--- config.mk ---
export PLATFORM = sky130hd
export DESIGN_NAME = fts_port_ctrl
export DESIGN_NICKNAME = d
export VERILOG_FILES = /design/src/rtl/fts_pkg.sv /design/src/rtl/fts_cmd_decode.sv /design/src/rtl/fts_pipe.sv /design/src/rtl/fts_array.sv /design/src/rtl/fts_port_ctrl.sv
export SDC_FILE = /design/constraint.sdc
export NUM_CORES = 1
export LEC_CHECK = 0
export BUFFER_PORTS_ARGS = -buffer_cell sky130_fd_sc_hd__buf_2
export CORE_ASPECT_RATIO = 0.6
export CORE_MARGIN = 4
export CORE_UTILIZATION = 45
export CTS_CLUSTER_DIAMETER = 120
export DETAILED_ROUTE_END_ITERATION = 7
export GPL_TIMING_DRIVEN = 0
export PLACE_DENSITY = 0.69
export SLEW_MARGIN = 20
export SYNTH_ARGS = -nofsm -noshare
export SYNTH_HDL_FRONTEND = slang
export SYNTH_HIERARCHICAL = 1
export SYNTH_SLANG_ARGS = --single-unit
--- constraint.sdc ---
create_clock -name clk -period 4.9 [get_ports clk]
set_input_delay 0.735 -clock clk [delete_from_list [all_inputs] [get_ports clk]]
set_output_delay 0.735 -clock clk [all_outputs]
set_load 0.02 [all_outputs]
--- src/rtl/fts_pkg.sv ---
// Package: shared types of the flow-through SRAM port controller.
// Assumes: nothing beyond IEEE 1800-2017.
package fts_pkg;

    // Access held in the pipeline register for the current cycle.
    typedef enum logic [1:0] {
        OP_IDLE  = 2'd0,
        OP_READ  = 2'd1,
        OP_WRITE = 2'd2
    } op_e;

endpackage

--- src/rtl/fts_cmd_decode.sv ---
// Module: fts_cmd_decode
// Decodes the sampled command pins into the next access type, address and
// lane mask. A load with a valid select pattern starts a read or a write.
// An advance keeps the current access and steps the address, and a load
// without select deselects.
// Assumes: the caller only registers the outputs on enabled edges.
module fts_cmd_decode
    import fts_pkg::*;
#(
    parameter int AW = 4,
    parameter int NL = 4
) (
    input  logic          csa_n,
    input  logic          csb,
    input  logic          csc_n,
    input  logic          wr_n,
    input  logic [NL-1:0] lane_wr_n,
    input  logic          adv_nload,
    input  logic [AW-1:0] addr,
    input  op_e           cur_op,
    input  logic [AW-1:0] cur_addr,
    output op_e           nxt_op,
    output logic [AW-1:0] nxt_addr,
    output logic [NL-1:0] nxt_lanes
);

    localparam logic [AW-1:0] STEP = AW'(1);

    logic selected;

    // Select pattern: A low, B high, C low.
    always_comb begin
        selected = !csa_n && csb && !csc_n;
    end

    // Next access type and address from load/advance.
    always_comb begin
        if (adv_nload) begin
            nxt_op   = cur_op;
            nxt_addr = cur_addr + STEP;
        end else if (selected) begin
            nxt_op   = wr_n ? OP_READ : OP_WRITE;
            nxt_addr = addr;
        end else begin
            nxt_op   = OP_IDLE;
            nxt_addr = cur_addr;
        end
    end

    // Lane mask is meaningful only for a write access.
    always_comb begin
        nxt_lanes = (nxt_op == OP_WRITE) ? ~lane_wr_n : '0;
    end

endmodule

--- src/rtl/fts_pipe.sv ---
// Module: fts_pipe
// Pipeline register holding the access, address and lane mask of the
// current cycle. It loads only on an enabled edge.
// Assumes: synchronous active-low reset; reset leaves the block deselected.
module fts_pipe
    import fts_pkg::*;
#(
    parameter int AW = 4,
    parameter int NL = 4
) (
    input  logic          clk,
    input  logic          rst_n,
    input  logic          freeze,
    input  op_e           nxt_op,
    input  logic [AW-1:0] nxt_addr,
    input  logic [NL-1:0] nxt_lanes,
    output op_e           op_q,
    output logic [AW-1:0] addr_q,
    output logic [NL-1:0] lanes_q
);

    // Register the next access unless the clock is masked.
    always_ff @(posedge clk) begin
        if (!rst_n) begin
            op_q    <= OP_IDLE;
            addr_q  <= '0;
            lanes_q <= '0;
        end else if (!freeze) begin
            op_q    <= nxt_op;
            addr_q  <= nxt_addr;
            lanes_q <= nxt_lanes;
        end
    end

endmodule

--- src/rtl/fts_array.sv ---
// Module: fts_array
// Behavioural storage with one write port per lane and an asynchronous
// read port. Each lane is LW bits wide, parity bit included.
// Assumes: contents are not reset; only written words are read back.
module fts_array #(
    parameter int AW = 4,
    parameter int NL = 4,
    parameter int LW = 9,
    localparam int DW = NL * LW,
    localparam int DEPTH = 1 << AW
) (
    input  logic          clk,
    input  logic [NL-1:0] wstb,
    input  logic [AW-1:0] waddr,
    input  logic [DW-1:0] wdata,
    input  logic [AW-1:0] raddr,
    output logic [DW-1:0] rdata
);

    for (genvar g = 0; g < NL; g++) begin : g_lane
        logic [LW-1:0] mem [DEPTH];

        // Lane write under its own strobe.
        always_ff @(posedge clk) begin
            if (wstb[g]) begin
                mem[waddr] <= wdata[g*LW +: LW];
            end
        end

        // Flow-through lane read.
        always_comb begin
            rdata[g*LW +: LW] = mem[raddr];
        end
    end

endmodule

--- src/rtl/fts_port_ctrl.sv ---
// Module: fts_port_ctrl (top)
// Control front end of a flow-through synchronous SRAM. Reads return data
// in the cycle after their address. Write data is taken one enabled edge
// after the command. The bus drive enable is held off in write data
// cycles and while deselected.
// Assumes: drv_n may change at any time; all other inputs are synchronous.
module fts_port_ctrl
    import fts_pkg::*;
#(
    parameter int AW = 4,
    parameter int NL = 4,
    parameter int LW = 9,
    localparam int DW = NL * LW
) (
    input  logic          clk,
    input  logic          rst_n,
    input  logic          csa_n,
    input  logic          csb,
    input  logic          csc_n,
    input  logic          wr_n,
    input  logic [NL-1:0] lane_wr_n,
    input  logic          adv_nload,
    input  logic          freeze,
    input  logic          drv_n,
    input  logic [AW-1:0] addr,
    input  logic [DW-1:0] wdata,
    output logic [DW-1:0] rdata,
    output logic          bus_drive,
    output logic [NL-1:0] arr_wstb
);

    op_e           nxt_op;
    logic [AW-1:0] nxt_addr;
    logic [NL-1:0] nxt_lanes;
    op_e           op_q;
    logic [AW-1:0] addr_q;
    logic [NL-1:0] lanes_q;
    logic          rd_en_q;

    fts_cmd_decode #(.AW(AW), .NL(NL)) u_dec (
        .csa_n     (csa_n),
        .csb       (csb),
        .csc_n     (csc_n),
        .wr_n      (wr_n),
        .lane_wr_n (lane_wr_n),
        .adv_nload (adv_nload),
        .addr      (addr),
        .cur_op    (op_q),
        .cur_addr  (addr_q),
        .nxt_op    (nxt_op),
        .nxt_addr  (nxt_addr),
        .nxt_lanes (nxt_lanes)
    );

    fts_pipe #(.AW(AW), .NL(NL)) u_pipe (
        .clk       (clk),
        .rst_n     (rst_n),
        .freeze    (freeze),
        .nxt_op    (nxt_op),
        .nxt_addr  (nxt_addr),
        .nxt_lanes (nxt_lanes),
        .op_q      (op_q),
        .addr_q    (addr_q),
        .lanes_q   (lanes_q)
    );

    // Strobes fire in the write data cycle only on an enabled edge.
    always_comb begin
        arr_wstb = (op_q == OP_WRITE && !freeze) ? lanes_q : '0;
    end

    fts_array #(.AW(AW), .NL(NL), .LW(LW)) u_arr (
        .clk   (clk),
        .wstb  (arr_wstb),
        .waddr (addr_q),
        .wdata (wdata),
        .raddr (addr_q),
        .rdata (rdata)
    );

    // Internal drive enable: a read occupies the current cycle.
    always_comb begin
        rd_en_q = (op_q == OP_READ);
    end

    // Bus drive: internal enable gated by the asynchronous request.
    always_comb begin
        bus_drive = rd_en_q && !drv_n;
    end

endmodule

Word-level counts from Yosys, hierarchy flattened. Memory sizes are Yosys's and may differ from the RTL's. A register that Yosys moved wholly into a read port is not among the register bits. Cells that the tools add are included.

RAM bits: 576. Output and inout bits: 41. Input port bits: 53. Flip-flop bits (word level): 10. Memories kept: 4.

Memory list: u_arr.g_lane[0].mem (words 16, width 9, read ports 1, clocked after memory_dff 1, wr ports 1, RTL line fts_array.sv:21) `logic [LW-1:0] mem [DEPTH];`; u_arr.g_lane[1].mem (words 16, width 9, read ports 1, clocked after memory_dff 1, wr ports 1, RTL line fts_array.sv:21); u_arr.g_lane[2].mem (words 16, width 9, read ports 1, clocked after memory_dff 1, wr ports 1, RTL line fts_array.sv:21); u_arr.g_lane[3].mem (words 16, width 9, read ports 1, clocked after memory_dff 1, wr ports 1, RTL line fts_array.sv:21).

$add $sub $neg: 1. Equal/unequal tests: 3. Bitwise gates (word level): 2. Reductions and logical operators: 10. Mux-type cells: 23.

Operator list (count): $mux W4 (12); $mux W1 (8); $mux W2 (3); $add A4 B1 Y4 const B (1); $eq A2 B2 Y1 const B (2); $logic_and A1 B1 Y1 (4); $logic_not A1 Y1 (4); $not A4 Y4 (1); $eq A2 B1 Y1 const B (1); $reduce_and A2 Y1 (1); $reduce_bool A2 Y1 (1); $not A1 Y1 (1).

Longest topological paths before layout.
Depth in word-level cells: 7. Depth in mapped cells: 6.

Modules after synthesis. The synthesis kept the hierarchy.

Modules (own cells, without submodules): fts_array (seq. area each 17296.6 um^2, area an instance 22007.4 um^2, cells each 969, times used 1); fts_pipe (seq. area each 200.2 um^2, area an instance 374.1 um^2, cells each 31, times used 1); fts_cmd_decode (seq. area each 0.0 um^2, area an instance 200.2 um^2, cells each 32, times used 1); fts_port_ctrl (seq. area each 0.0 um^2, area an instance 57.6 um^2, cells each 5, times used 1).

Worst setup path before layout. No wires, ideal clock.

Path type: reg2out. Start point: register, netlist name u_pipe/addr_q[0]. End point: output port rdata[10]. Required time: 4.165 ns. Path buffers: 2. Data arrival time: 1.855 ns. Cell stages (with the launch flop): 6. Path slack: 2.310 ns. Cell sequence: dfxtp_1 buf_2 buf_2 mux4_2 a22oi_1 nand2_1.

RTL lines: to (decl) (RTL line fts_port_ctrl.sv:27) `output logic [DW-1:0] rdata,`.

==> summary.md <==
| Metric | Value |
|---|---|
| Status | finished clean |
| Crit path cell chain | buf_2 > buf_4 > clkbuf_1 > mux4_2 > a22oi_1 > nand2_1 > buf_2 |
| Vert. Die Dim | 182 microns |
| Avg Cell Area, Syn | 21.8 sq um |
| Non-Filler Instances | between 1500 and 2000 |
| DRC | 0 |
| Area share of the largest cell type after synthesis | roughly three quarters |
| Routed Antenna Nets | 0 |
| Largest net degree at the start of global routing | 17 |
| Switching Fraction | between 20% and 30% |
| Worst-path maximum fanout | 12 |
| Area leader, netlist | edfxtp_1 |
| Asr flop ratio synth | 0% |
| VDD IR-drop max | about 0.00027 V |
| Worst EP arrival | 3.40 ns |
| Dpl cells | 1780 |
| Vias | ~11000 |
| Hold Vio Cnt, Final | 0 |
| Initial antenna violation count | 1 |
| Max-slew violation count | 0 |
| Drt pass-1 iters | 5 |
| Combinational power share | under 10% |
| Top cells by area, synth | edfxtp_1 (76%), mux4_2 (14%), a22oi_1 (2.5%) |
| Most frequent CP cell | buf_2 |
| Top-count cell post-synth | edfxtp_1 |
| H-tree depth | 2 |
| Post-cts repair resize count | 0 |
| Setup Buffers After CTS | 0 |
| Rows | between 60 and 70 |
| Vias per cell | between 5 and 6 |
| Die Area | 54100 sq um |
| Crit path largest cell delay | ~0.71 ns |
| Worst-path clk slew | 0.07 ns |
| Setup TNS | 0 ns |
| Period minus WS final | 4.13 ns |
| Syn_nets | 1091 |
| Synth cell count leaders | edfxtp_1 (576), mux4_2 (144), a22oi_1 (74), and2_1 (65), nand2_1 (44) |
| Slowest-stage cell, CP | clkbuf_1 |
| Fillers | around 3800 |
| # nets final | between 1000 and 1500 |
| Overall Global Routing Usage | 18.9% |
| Pint | between 7 and 8 mW |
| Initial Utilization | 45.7% |
| Relative slew slack | between 20 and 25% |
| I/O Buffers | 93 |
| Detailed Route Iter0 Violations | 1089 |
| DR WL/cell | approximately 27 microns |
| Synth Flop Type | edfxtp_1 |
| YS warnings | 6 |
| Vias in the first global route | ~11000 |
| Synthesized area | about 23000 sq um |
| Sequential group share of total power | a little over half |
| Total core area | around 50000 sq um |
| Tot Pwr | 10.1 mW |
| Hold slack | a little under 0.5 ns |
| Pwr dens | 394 nW/um^2 |
| Post-Route WL | roughly 51 mm |
| CTS tree | done |
| Crit end category | primary output |
| Max-cap viol count | 0 |
| Root Driver | clkbuf_16 |
| Antenna diode count | 0 |
| Post-synthesis sequential area ratio | 77.3% |
| Number of buffers created by CTS | between 50 and 60 |
| Hold WC Path Type | input port to register |
| Number of flops mapped to enable cells by yosys | ~580 |
| Pleak | 8.01 nW |
| DPL Wire Length | 33.4 mm |
| RSZ-0062 raised after global routing | no |
| CTS Hold Buffers Added | 0 |
| Worst-margin pin slew | ~1.1 ns |
| Unique masters post-synth | 29 |
| Crit Path Class | register to primary output |
| Psw | 2.12 mW |
| Share of cells above drive strength 1 | approximately 28% |
| Yosys reg bits | between 500 and 600 |
| Gr ovfl total | 0 |
| Tcrit/Tclk final | between 80% and 90% |
| Final Wtd Congestion | ~0.79 |
| CP startpoint kind | register |
| Clk pwr share | 39.1% |
| Sink Count | 586 |
| Gate Count Post-Synth | just over 1000 |
| Worst-case clock buffer depth | 3 |
| Die X-Extent | between 200 and 300 microns |
| I/O pin count | 94 |
| Crit path required time | 4.16 ns |
| Max Fclk | around 0.24 GHz |
| Finish-stage setup viols | 0 |
| Area Growth Syn to Fin | 12.9% |
| Global-route wire length before repair | about 75 mm |
| Clock skew | ~0.016 ns |
| Clock latency on the worst-skew pair | between 0.5 and 0.6 ns |
## registers in the layout, summed over array words and instances, names as in the netlist
signal	count
u_arr/g_lane.mem	576
u_pipe/lanes_q	4
u_pipe/op_q	2
u_pipe/addr_q	4
## per-layer routing
layer / GRT usage (%) / wire [microns] / vias up
li1: - / - / 4633
met2: 26.7 / 22000 / 499
met5: 0 / 13 / -
met4: 3.51 / 728 / 2
met1: 29.7 / 23500 / 5866
met3: 5.13 / 4970 / 68
## power by group through the flow
stage	Clock [mW]	Combinational, mW	Sequential [mW]
6_report	3.95	0.628	5.51
5_1_grt	4.27	0.674	5.50
4_1_cts	4.03	0.636	5.51
3_5_place_dp	0	0.635	5.62
3_3_place_gp	0	0.620	5.62
2_1_floorplan	0	0.377	5.62
## logic make-up (layout without fill, tap and decap cells)
| logic type | count (synthesis) | after routing | share of synthesized area, % |
|---|---|---|---|
| compound gates | 81 | 81 | 2.70 |
| fa+ha+maj | 1 | 1 | 0.0553 |
| flops | 586 | 586 | 77.3 |
| simple gates | 159 | 159 | 3.85 |
| xor+xnor | 2 | 2 | 0.0774 |
| buf+inv | 54 | 242 | 1.27 |
| mux | 154 | 154 | 14.8 |
## cell type report
type / instances / area (sq um) / area share, %
Clock buffer: 76 / 1490 / 5.84
Multi-Input combinational cell: 397 / 4860 / 19.0
Buffer: 54 / 287 / 1.12
Timing Repair Buffer: 93 / 465 / 1.82
Clock inverter: 19 / 149 / 0.583
Sequential cell: 586 / 17500 / 68.5
Tap cell: 650 / 813 / 3.18
## layout by cell type, fill, tap and decap left out, types with 2 or more instances in the layout
cell,count
edfxtp_1,576
mux4_2,144
buf_2,109
a22oi_1,74
and2_1,65
clkbuf_16,53
nand2_1,44
clkbuf_1,40
nor2_1,14
nor2b_1,13
mux2i_1,10
dfxtp_1,10
clkbuf_8,8
buf_6,8
clkinv_2,7
clkinv_1,7
nor3_1,6
nand2b_1,5
and4bb_2,4
buf_1,4
a21oi_1,4
nor3b_1,2
bufinv_16,2
nand3b_1,2
nand3_1,2
## critical path: cells and delay by family (launching register included)
family | cells | cell delay (ns)
AOI/OAI and AO/OA | 1 | 0.16
buffers and inverters | 4 | 1.48
DFF | 1 | 0.65
and+or+nand+nor | 1 | 0.10
muxes | 1 | 0.41
## metrics by stage
stage               util (%)  worst slack (ns)  area [sq um]
global route            51.6             0.582         25600
CTS                     51.6             0.776         25600
global placement        48.2              1.49         23900
finish                  51.6             0.766         25600
floorplan                  -              2.31         22600
detailed placement      48.2              1.40         23900
## worst paths after layout
check                                               startpoint                             endpoint  slack (ns)  depth (start not counted)
worst max-delay path             u_pipe/addr_q[1]$_SDFFE_PN0N_                            rdata[20]        0.77                          7
worst min-delay path                              lane_wr_n[1]       u_pipe/lanes_q[1]$_SDFFE_PN0N_        0.49                          4
worst max register to register   u_pipe/addr_q[0]$_SDFFE_PN0N_  u_arr/g_lane[0].mem[1][5]$_DFFE_PP_        2.27                          3
worst min register to register  u_pipe/lanes_q[3]$_SDFFE_PN0N_       u_pipe/lanes_q[3]$_SDFFE_PN0N_        0.53                          2
(Power assumes the default switching activity.)
